==> src/rtl/sysctl_pkg.sv <==
package sysctl_pkg;

  localparam int unsigned AW     = 16;
  localparam int unsigned DW     = 8;
  localparam int unsigned SCR_N  = 2;
  localparam int unsigned SCR_IW = (SCR_N > 1) ? $clog2(SCR_N) : 1;
  localparam int unsigned WIN_LEN = 'h52;

  localparam logic [AW-1:0] PORT_SPECIAL = 16'h0092;
  localparam logic [AW-1:0] WIN_BASE     = 16'h0800;
  localparam logic [AW-1:0] SCR_BASE     = 16'h0398;

  // offsets inside the control window
  localparam logic [7:0] OFF_EQUIP = 8'h0C;
  localparam logic [7:0] OFF_LOCKA = 8'h10;
  localparam logic [7:0] OFF_LOCKB = 8'h12;
  localparam logic [7:0] OFF_KEY   = 8'h18;
  localparam logic [7:0] OFF_CTRL  = 8'h1C;
  localparam logic [7:0] OFF_L2    = 8'h23;
  localparam logic [7:0] OFF_MAP   = 8'h50;

  localparam logic [DW-1:0] VAL_SPECIAL = 8'h40;
  localparam logic [DW-1:0] VAL_EQUIP   = 8'hFC;
  localparam logic [DW-1:0] VAL_KEY     = 8'h00;
  localparam logic [DW-1:0] VAL_L2      = 8'h03;
  localparam logic [DW-1:0] VAL_MAP     = 8'h00;
  localparam logic [DW-1:0] VAL_OPEN    = 8'hFF;

  localparam int unsigned BIT_SOFTRST = 7;
  localparam int unsigned BIT_ENDIAN  = 6;
  localparam int unsigned BIT_MAPBAD  = 7;

  typedef enum logic [3:0] {
    SEL_NONE,
    SEL_SPECIAL,
    SEL_EQUIP,
    SEL_KEY,
    SEL_CTRL,
    SEL_L2,
    SEL_MAP,
    SEL_LOCKA,
    SEL_LOCKB,
    SEL_SCR,
    SEL_QUIET
  } sel_e;

  typedef struct packed {
    sel_e              sel;
    logic [SCR_IW-1:0] scr_idx;
  } hit_t;

  function automatic hit_t classify(input logic [AW-1:0] a);
    hit_t h;
    logic [AW-1:0] off;
    h.sel     = SEL_NONE;
    h.scr_idx = '0;
    off       = a - WIN_BASE;
    if (a == PORT_SPECIAL) begin
      h.sel = SEL_SPECIAL;
    end else if (a >= SCR_BASE && a < SCR_BASE + AW'(SCR_N)) begin
      h.sel     = SEL_SCR;
      h.scr_idx = SCR_IW'(a - SCR_BASE);
    end else if (a >= WIN_BASE && a < WIN_BASE + AW'(WIN_LEN)) begin
      case (off[7:0])
        OFF_EQUIP: h.sel = SEL_EQUIP;
        OFF_LOCKA: h.sel = SEL_LOCKA;
        OFF_LOCKB: h.sel = SEL_LOCKB;
        OFF_KEY:   h.sel = SEL_KEY;
        OFF_CTRL:  h.sel = SEL_CTRL;
        OFF_L2:    h.sel = SEL_L2;
        OFF_MAP:   h.sel = SEL_MAP;
        default:   h.sel = SEL_QUIET;
      endcase
    end
    return h;
  endfunction

  function automatic logic [DW-1:0] fixed_value(input sel_e s);
    case (s)
      SEL_SPECIAL: return VAL_SPECIAL;
      SEL_EQUIP:   return VAL_EQUIP;
      SEL_KEY:     return VAL_KEY;
      SEL_L2:      return VAL_L2;
      SEL_MAP:     return VAL_MAP;
      default:     return VAL_OPEN;
    endcase
  endfunction

  function automatic logic [1:0] next_lock(input logic [1:0] cur,
                                           input logic flip_a,
                                           input logic flip_b);
    return cur ^ {flip_b, flip_a};
  endfunction

endpackage

==> src/rtl/sysctl_decode.sv <==
module sysctl_decode
  import sysctl_pkg::*;
(
  input  logic [AW-1:0]     addr,
  input  logic              wr,
  input  logic [DW-1:0]     wdata,
  output sel_e              sel,
  output logic [SCR_IW-1:0] scr_idx,
  output logic              ev_reset,
  output logic              ev_endian,
  output logic              ev_mapbad,
  output logic              ev_ctrl_wr,
  output logic              ev_lock_a,
  output logic              ev_lock_b,
  output logic              ev_scr_wr
);

  hit_t hit;

  always_comb begin
    hit        = classify(addr);
    sel        = hit.sel;
    scr_idx    = hit.scr_idx;
    ev_reset   = wr && (hit.sel == SEL_SPECIAL) && wdata[BIT_SOFTRST];
    ev_endian  = wr && (hit.sel == SEL_SPECIAL) && wdata[BIT_ENDIAN];
    ev_mapbad  = wr && (hit.sel == SEL_MAP) && wdata[BIT_MAPBAD];
    ev_ctrl_wr = wr && (hit.sel == SEL_CTRL);
    ev_lock_a  = wr && (hit.sel == SEL_LOCKA);
    ev_lock_b  = wr && (hit.sel == SEL_LOCKB);
    ev_scr_wr  = wr && (hit.sel == SEL_SCR);
  end

endmodule

==> src/rtl/sysctl_regs.sv <==
module sysctl_regs
  import sysctl_pkg::*;
(
  input  logic                       clk,
  input  logic                       rst_n,
  input  logic [DW-1:0]              wdata,
  input  logic [SCR_IW-1:0]          scr_idx,
  input  logic                       ev_reset,
  input  logic                       ev_endian,
  input  logic                       ev_mapbad,
  input  logic                       ev_ctrl_wr,
  input  logic                       ev_lock_a,
  input  logic                       ev_lock_b,
  input  logic                       ev_scr_wr,
  output logic [DW-1:0]              sys_ctrl,
  output logic [1:0]                 nv_lock,
  output logic [SCR_N-1:0][DW-1:0]   scratch,
  output logic                       soft_rst_req,
  output logic                       le_mode_req,
  output logic                       iomap_err
);

  always_ff @(posedge clk or negedge rst_n) begin
    if (!rst_n) begin
      sys_ctrl     <= '0;
      nv_lock      <= 2'b00;
      soft_rst_req <= 1'b0;
      le_mode_req  <= 1'b0;
      iomap_err    <= 1'b0;
    end else begin
      soft_rst_req <= ev_reset;
      if (ev_endian) le_mode_req <= 1'b1;
      if (ev_mapbad) iomap_err <= 1'b1;
      if (ev_ctrl_wr) sys_ctrl <= wdata;
      nv_lock <= next_lock(nv_lock, ev_lock_a, ev_lock_b);
    end
  end

  for (genvar g = 0; g < SCR_N; g++) begin : g_scr
    logic hit_me;
    assign hit_me = ev_scr_wr && (scr_idx == SCR_IW'(g));
    always_ff @(posedge clk or negedge rst_n) begin
      if (!rst_n) scratch[g] <= '0;
      else if (hit_me) scratch[g] <= wdata;
    end
  end

  assert_pulse_R2: assert property (@(posedge clk) disable iff (!rst_n)
    ev_reset |=> soft_rst_req);
  assert_pulse_only_R2: assert property (@(posedge clk) disable iff (!rst_n)
    !ev_reset |=> !soft_rst_req);
  assert_endian_sticky_R3: assert property (@(posedge clk) disable iff (!rst_n)
    le_mode_req |=> le_mode_req);
  assert_endian_set_R3: assert property (@(posedge clk) disable iff (!rst_n)
    ev_endian |=> le_mode_req);
  assert_map_sticky_R7: assert property (@(posedge clk) disable iff (!rst_n)
    iomap_err |=> iomap_err);
  assert_map_quiet_R7: assert property (@(posedge clk) disable iff (!rst_n)
    (!ev_mapbad && !iomap_err) |=> !iomap_err);
  assert_lock_flip_R6: assert property (@(posedge clk) disable iff (!rst_n)
    ev_lock_a |=> (nv_lock[0] != $past(nv_lock[0])));
  assert_lock_hold_R6: assert property (@(posedge clk) disable iff (!rst_n)
    !ev_lock_b |=> $stable(nv_lock[1]));
  assert_ctrl_load_R5: assert property (@(posedge clk) disable iff (!rst_n)
    ev_ctrl_wr |=> (sys_ctrl == $past(wdata)));
  assert_ctrl_hold_R9: assert property (@(posedge clk) disable iff (!rst_n)
    !ev_ctrl_wr |=> $stable(sys_ctrl));

endmodule

==> src/rtl/sysctl_rdmux.sv <==
module sysctl_rdmux
  import sysctl_pkg::*;
(
  input  logic                     clk,
  input  logic                     rst_n,
  input  logic                     rd,
  input  sel_e                     sel,
  input  logic [SCR_IW-1:0]        scr_idx,
  input  logic [DW-1:0]            sys_ctrl,
  input  logic [SCR_N-1:0][DW-1:0] scratch,
  output logic [DW-1:0]            rdata
);

  logic [DW-1:0] rd_value;

  always_comb begin
    case (sel)
      SEL_CTRL: rd_value = sys_ctrl;
      SEL_SCR:  rd_value = scratch[scr_idx];
      default:  rd_value = fixed_value(sel);
    endcase
  end

  always_ff @(posedge clk or negedge rst_n) begin
    if (!rst_n) rdata <= '0;
    else if (rd) rdata <= rd_value;
  end

  assert_rd_hold_R11: assert property (@(posedge clk) disable iff (!rst_n)
    !rd |=> $stable(rdata));
  assert_special_R4: assert property (@(posedge clk) disable iff (!rst_n)
    (rd && sel == SEL_SPECIAL) |=> (rdata == 8'h40));
  assert_open_R8: assert property (@(posedge clk) disable iff (!rst_n)
    (rd && (sel == SEL_NONE || sel == SEL_QUIET)) |=> (rdata == 8'hFF));

endmodule

==> src/rtl/sysctl_ports.sv <==
module sysctl_ports
  import sysctl_pkg::*;
(
  input  logic          clk,
  input  logic          rst_n,
  input  logic [15:0]   bus_addr,
  input  logic          bus_wr,
  input  logic          bus_rd,
  input  logic [7:0]    bus_wdata,
  output logic [7:0]    bus_rdata,
  output logic          soft_rst_req,
  output logic          le_mode_req,
  output logic          iomap_err,
  output logic [1:0]    nv_lock,
  output logic [7:0]    sys_ctrl
);

  sel_e                     sel;
  logic [SCR_IW-1:0]        scr_idx;
  logic                     ev_reset, ev_endian, ev_mapbad, ev_ctrl_wr;
  logic                     ev_lock_a, ev_lock_b, ev_scr_wr;
  logic [SCR_N-1:0][DW-1:0] scratch;

  sysctl_decode u_dec (
    .addr       (bus_addr),
    .wr         (bus_wr),
    .wdata      (bus_wdata),
    .sel        (sel),
    .scr_idx    (scr_idx),
    .ev_reset   (ev_reset),
    .ev_endian  (ev_endian),
    .ev_mapbad  (ev_mapbad),
    .ev_ctrl_wr (ev_ctrl_wr),
    .ev_lock_a  (ev_lock_a),
    .ev_lock_b  (ev_lock_b),
    .ev_scr_wr  (ev_scr_wr)
  );

  sysctl_regs u_regs (
    .clk          (clk),
    .rst_n        (rst_n),
    .wdata        (bus_wdata),
    .scr_idx      (scr_idx),
    .ev_reset     (ev_reset),
    .ev_endian    (ev_endian),
    .ev_mapbad    (ev_mapbad),
    .ev_ctrl_wr   (ev_ctrl_wr),
    .ev_lock_a    (ev_lock_a),
    .ev_lock_b    (ev_lock_b),
    .ev_scr_wr    (ev_scr_wr),
    .sys_ctrl     (sys_ctrl),
    .nv_lock      (nv_lock),
    .scratch      (scratch),
    .soft_rst_req (soft_rst_req),
    .le_mode_req  (le_mode_req),
    .iomap_err    (iomap_err)
  );

  sysctl_rdmux u_rd (
    .clk      (clk),
    .rst_n    (rst_n),
    .rd       (bus_rd),
    .sel      (sel),
    .scr_idx  (scr_idx),
    .sys_ctrl (sys_ctrl),
    .scratch  (scratch),
    .rdata    (bus_rdata)
  );

  assert_excl_strobe_R11: assert property (@(posedge clk) disable iff (!rst_n)
    !(bus_wr && bus_rd));

endmodule

==> config.mk <==
export PLATFORM = sky130hd
export DESIGN_NAME = sysctl_ports
export DESIGN_NICKNAME = d
export VERILOG_FILES = /design/src/rtl/sysctl_pkg.sv /design/src/rtl/sysctl_decode.sv /design/src/rtl/sysctl_regs.sv /design/src/rtl/sysctl_rdmux.sv /design/src/rtl/sysctl_ports.sv
export SDC_FILE = /design/constraint.sdc
export NUM_CORES = 1
export LEC_CHECK = 0
export BUFFER_PORTS_ARGS = -buffer_cell sky130_fd_sc_hd__buf_2
export CORE_ASPECT_RATIO = 1.1
export CORE_MARGIN = 8
export CORE_UTILIZATION = 25
export DETAILED_ROUTE_END_ITERATION = 12
export PLACE_DENSITY_LB_ADDON = 0.15
export SETUP_SLACK_MARGIN = 0.4
export SYNTH_ARGS = -nofsm -noshare
export SYNTH_HDL_FRONTEND = slang
export SYNTH_SLANG_ARGS = --single-unit
==> constraint.sdc <==
create_clock -name clk -period 1 [get_ports clk]
set_input_delay 0.05 -clock clk [delete_from_list [all_inputs] [get_ports clk]]
set_output_delay 0.05 -clock clk [all_outputs]
set_load 0.02 [all_outputs]
-- Word level (Yosys, flattened, before mapping)
Index checks and enable logic that the tools add are counted.
- input port bits: 28
- logic and storage cells: 58
- output and inout port bits: 21
- register bits: 37
- add/sub/neg operators: 2
- bitwise gates (word level): 2
- equal/unequal tests: 17
- reductions and logical operators: 14
- multiplexer cells: 10
- order comparisons: 5
- operators by type and width (kind ; number):
    8-bit by 5-bit equality test with 1-bit output (second input constant) ; 4
    8-bit one-hot mux with 4 select lines ; 1
    4-bit one-hot mux with 7 select lines ; 1
    16-bit by 8-bit equality test with 1-bit output (second input constant) ; 1
    4-bit by 3-bit equality test with 1-bit output (second input constant) ; 4
    16-bit by 10-bit >= comparator with 1-bit output (second input constant) ; 1
    16-bit by 12-bit >= comparator with 1-bit output (second input constant) ; 1
    16-bit by 10-bit less-than comparator with 1-bit output (second input constant) ; 1
    16-bit by 12-bit less-than comparator with 1-bit output (second input constant) ; 1
    8-bit 2-to-1 mux ; 2
    8-bit one-hot mux with 2 select lines ; 1
    1-bit logical AND ; 13
    4-bit 2-to-1 mux ; 3
    4-bit by 2-bit equality test with 1-bit output (second input constant) ; 2
    4-bit equality test (second input constant) ; 2
    8-bit by 4-bit equality test with 1-bit output (second input constant) ; 1
    8-bit by 6-bit equality test with 1-bit output (second input constant) ; 1
    8-bit by 7-bit equality test with 1-bit output (second input constant) ; 1
    8-bit by 1-bit subtractor with 8-bit output (second input constant) ; 1
    4-bit by 1-bit equality test with 1-bit output (second input constant) ; 1
    1-bit by 2-bit less-than comparator with 1-bit output (second input constant) ; 1
    1-bit 2-to-1 mux ; 2
    2-bit OR reduction ; 1
    2-bit bitwise XOR ; 1
    other kinds (2) ; 2

-- Depth between registers and ports, before layout
- depth after elaboration: 10
- depth in mapped cells: 7
- gate-level depth less buffers: 5

-- Cells and area by module
From an unflattened synthesis, not the netlist that was laid out.
- cells, all modules: 173
- area, all modules: 2124.5 sq um
- by module, submodules not included (module ; area each (sq um) ; times used ; cells an instance ; seq. area each (sq um)):
    sysctl_regs ; 1092.3 ; 1 ; 61 ; 725.7
    sysctl_rdmux ; 579.3 ; 1 ; 57 ; 200.2
    sysctl_decode ; 452.9 ; 1 ; 55 ; 0.0

-- Worst setup path after synthesis
OpenSTA, ideal clock, no wires.
- path type: input -> register
- start: input port bus_addr[14]
- end: register u_regs.sys_ctrl[0]
- library setup time: 0.125 ns
- setup slack: -1.070 ns
- arrival: 1.945 ns
- required time: 0.875 ns
- buffers on the path: 1
- cell stages on the path: 6
- cell sequence: or4_4 -> nor4b_4 -> nand3_2 -> or3b_1 -> buf_6 -> mux2_4
- word-level cells in the longest chain between the ends: 7
- elaborated cells between the ends (all ways): 12
- those cells by class: order compare: 4; eq/ne: 2; mux: 3; reduce/logical: 3
- ends and longest elaborated chain (element ; RTL line ; source):
    start: declaration ; sysctl_ports.sv:6 ; input logic [15:0] bus_addr,
    16-bit by 12-bit >= comparator with 1-bit output / 16-bit by 12-bit less-than comparator with 1-bit output (equally long branches) ; sysctl_pkg.sv:63 ; end else if (a >= WIN_BASE && a < WIN_BASE + AW'(WIN_LEN)) begin
    1-bit logical AND ; sysctl_pkg.sv:63 ;
    4-bit 2-to-1 mux ; sysctl_pkg.sv:63 ;
    4-bit 2-to-1 mux ; sysctl_pkg.sv:60 ; end else if (a >= SCR_BASE && a < SCR_BASE + AW'(SCR_N)) begin
    4-bit 2-to-1 mux * ; sysctl_pkg.sv:58 ; if (a == PORT_SPECIAL) begin
    4-bit by 3-bit equality test with 1-bit output * ; sysctl_decode.sv:27 ; ev_ctrl_wr = wr && (hit.sel == SEL_CTRL);
    1-bit logical AND * ; sysctl_decode.sv:27 ;
    end signal: assignment ; sysctl_regs.sv:34 ; if (ev_ctrl_wr) sys_ctrl <= wdata;
    end: declaration ; sysctl_regs.sv:15 ; output logic [DW-1:0] sys_ctrl,
Mark *: on every way between the ends. The rest lies on a longest branch, timed or not.
A chain may end at the register's enable or synchronous reset.

-- Worst setup path in the final report
- start: input port bus_addr[9]
- end: register u_regs.sys_ctrl[0]
Same word-level chain as after synthesis.

==> results.md <==
- Status: finished with violations
- Failing checks: hold timing, setup timing
- HP Class: input port to async pin
- Critical path origin: bus_addr[9]
- R2R Setup Slk: -0.05 ns
- Max IR drop VDD: 0.4267 mV
- Final nets: 305
- Avg Synthesized Cell Area: 11.79 sq um
- Setup TNS: -23.55 ns
- Syn Nets: 196
- Seq/Total Area, Yosys: 46.75%
- Asr flop ratio synth: 100.0%
- Mapped Cells: 168
- Clk sinks: 37
- Pwr Total: 2.924 mW
- Mux cell area share after synthesis: 19.27%
- Seq cells post-synth: 37
- Cell leakage power: 1.553 nW
- Root Driver: clkbuf_8
- TritonCTS buffer count: 5
- Comb power frac: about 11%
- DR vias/cell: roughly 4.5
- TritonCTS clock tree: yes
- Drt pass-1 iters: 4
- Compound-Gate Fraction of Synth Area: 9.160%
- Worst path slowest cell: or4b_4
- Max_slew headroom: 72.91%
- Die span in x: 100.9 um
- Worst slew pin tran: 0.4008 ns
- Dpl hpwl: approximately 4.6 mm
- XOR/XNOR Fraction of Synth Area: 1.327%
- Hold_ws: -0.3703 ns
- Pint: 2.212 mW
- Syn Std Cell Area: 1981 sq um
- Arr. time, crit path: around 2.0 ns
- Largest net degree at the start of global routing: 20
- Max_cap viols: 0
- RR Startpoint: u_regs.scratch[6]
- Area Overhead vs Synth: 63.30%
- Final WL: 5.994 mm
- Clk slew on worst S/H paths: 0.07 ns
- Longest Clk Path Bufs: 2
- Final min period: 1.806 ns
- Drc violations: 0
- Vias in the first global route: 1903
- Crit-path max FO: 8
- Diodes inserted: 0
- Clock power share: between 30% and 40%
- Yosys warning count: 0
- Sw power: slightly above 0.7 mW
- Period Utilization, post-route: 180.6%
- Critical path class: input port to flop
- Critical path capture point: u_regs.sys_ctrl[0]
- Reg-to-Reg End: u_rd.rdata[6]
- Die ar.: 11030 sq um
- CTS HTree Levels: 2
- CP Capture Type: flop
- Ports: 49
- Yosys cell types: 48
- Worst R2R Path Depth: 3
- Initial Utilization: 25.44%
- Initial antenna violation count: 0
- Chip height: ~110 um
- DRT iter0 DRCs: 30
- Critical Path Start Type: input port
- Clock Latency Late Sink: 0.29 ns
- Row count: 34
- Drt wl/cell: 15.53 um
- Synth Flop Type: dfrtp_1
- DRT antenna net count: 0
- RD Place Congestion: 0.7401
- Core footprint: 7785 sq um
- All-Layer GR Usage: 11.37%
- RSZ-0062 raised after global routing: yes
- Number of synthesized flops with an enable pin: 0
- Post-Synth Adder-Cell Area: 0%
- Critical Path, Cell by Cell: buf_6, or4b_4, nor4b_4, nand3_2, or3b_4, buf_8, mux2_4
- Clock skew: roughly 0.0055 ns
- First-pass GRT wire length: between 9 and 10 mm
- Fin. max-slew vios: 0
- Final setup vio count: 37
- Switching part of the total: 24.33%
- Layout cells sized above 1: 61.51%
- Final Hold Fails: 37
- CP required: 1.18 ns
- Largest family of logic cells by synthesized area: simple AND/OR/NAND/NOR gates
- Global route overflow: 0
- Simple-Gate Fraction of Synth Area: 21.54%
- Crit path largest cell delay: approximately 0.53 ns
- Maximum clock frequency: 0.5537 GHz
- PortBufs: 48
- Setup ws final: -0.8060 ns
- Pwr per Cell Area: 903.9 nW/um^2
- Vias: 1747
- Seq pwr share: approximately half
==> per-stage QoR <==
step | setup slack (ns) | area [sq um] | util, % | hold WS (ns) | instances
2_1_floorplan | -1.060 | 2033 | - | -0.2456 | 168
3_3_place_gp | -1.104 | 2696 | 34.64 | -0.05492 | 361
3_5_place_dp | -1.144 | 2696 | 34.64 | -0.05563 | 361
4_1_cts | -0.8167 | 3144 | 40.39 | -0.3721 | 384
5_1_grt | -0.8591 | 3234 | 41.55 | -0.3564 | 386
6_report | -0.8060 | 3234 | 41.55 | -0.3703 | 386
==> logic make-up (layout without fill, tap and decap cells) <==
group | Yosys count | in the layout
and+or+nand+nor | 61 | 61
DFF | 37 | 37
muxes | 32 | 32
AOI/OAI and AO/OA | 27 | 27
buffers and inverters | 8 | 118
xor gates and xnor gates | 3 | 3
==> what timing repair did <==
action | 4_1_cts | 5_1_grt
hold endpoints to repair | 37 | 37
endpoints found under the setup margin | 58 | 58
gates resized for setup | 69 | 14
pin swaps | 15 | 9
setup buffers | 15 | 2
cloned | 0 | 0
==> flip-flops by register name, summed over array words and instances, names as in the netlist <==
name and cells:
u_regs.iomap_err 1, u_rd.rdata 8, u_regs.le_mode_req 1, u_regs.nv_lock 2, u_regs.soft_rst_req 1, u_regs.sys_ctrl 8
u_regs.scratch 16
==> routing by layer <==
layer  track usage (%)  vias to the layer above  part of all wire [%]
met5                 0                        -                     0
met4             3.351                        0                   1.1
met3             1.963                        4                   3.7
met2             20.50                       42                    51
met1             13.44                      847                    44
li1                  -                      854                     -
==> power by group through the flow <==
stage	combinational (mW)	sequential, mW	clock, mW
2_1_floorplan	0.0970	1.53	0
3_3_place_gp	0.311	1.53	0
3_5_place_dp	0.310	1.53	0
4_1_cts	0.327	1.50	1.14
5_1_grt	0.356	1.50	1.21
6_report	0.323	1.50	1.11
==> layout by cell type (no fill, tap or decap), types with 3 or more instances in the layout <==
cell type	n
a31oi_1	6
buf_2	25
buf_4	51
buf_6	30
clkbuf_8	6
dfrtp_1	37
mux2_2	9
mux2_4	16
mux2i_1	7
nand2_1	13
nor2_1	7
nor3b_1	3
nor4b_4	3
o22ai_1	5
xor2_1	3
==> synthesized netlist by cell type (2+ instances only) <==
cell | number | area share (%)
dfrtp_1 | 37 | 47
mux2_2 | 17 | 9.7
nand2_1 | 13 | 2.5
mux2_4 | 8 | 6.1
mux2i_1 | 7 | 3.5
nor2_1 | 7 | 1.3
a31oi_1 | 6 | 1.9
o22ai_1 | 6 | 1.9
a21oi_1 | 4 | 1.0
clkbuf_1 | 4 | 0.76
a2bb2oi_1 | 3 | 1.3
and3_1 | 3 | 0.95
nor3_1 | 3 | 0.76
nor3b_1 | 3 | 1.1
xor2_1 | 3 | 1.3
a31o_2 | 2 | 0.88
and4b_1 | 2 | 1.0
nand3_1 | 2 | 0.51
nand4_1 | 2 | 0.63
nand4b_1 | 2 | 0.88
nor4_1 | 2 | 0.63
nor4b_4 | 2 | 2.4
o21ai_0 | 2 | 0.51
o311ai_0 | 2 | 0.88
or3b_1 | 2 | 0.88
or4_1 | 2 | 0.76
==> critical path, delay by kind of cell <==
family                 cells  cell delay (ns)
buffers and inverters      2             0.25
muxes                      1             0.29
and+or+nand+nor            4             1.37
==> cell type report <==
type                       count  area, sq um
inverter                       1        3.754
clock inverter                 2        13.76
sequential                    37        925.9
timing repair buffer         109        895.9
fill                         786         4551
clock buffer                   6        82.58
multi-input combinational    123         1177
tap                          108        135.1
==> how the worst min path moves through the flow <==
stage / startpoint / endpoint / slack, ns
after CTS: rst_n / u_regs.scratch[0] / -0.37
final: rst_n / u_regs.scratch[8] / -0.37
after floorplan: rst_n / u_rd.rdata[0] / -0.25
after global routing: rst_n / u_regs.scratch[0] / -0.36
after global placement: rst_n / u_regs.scratch[0] / -0.05
after detailed placement: rst_n / u_regs.scratch[8] / -0.06
Note: power is estimated with default switching activity, not from simulation.
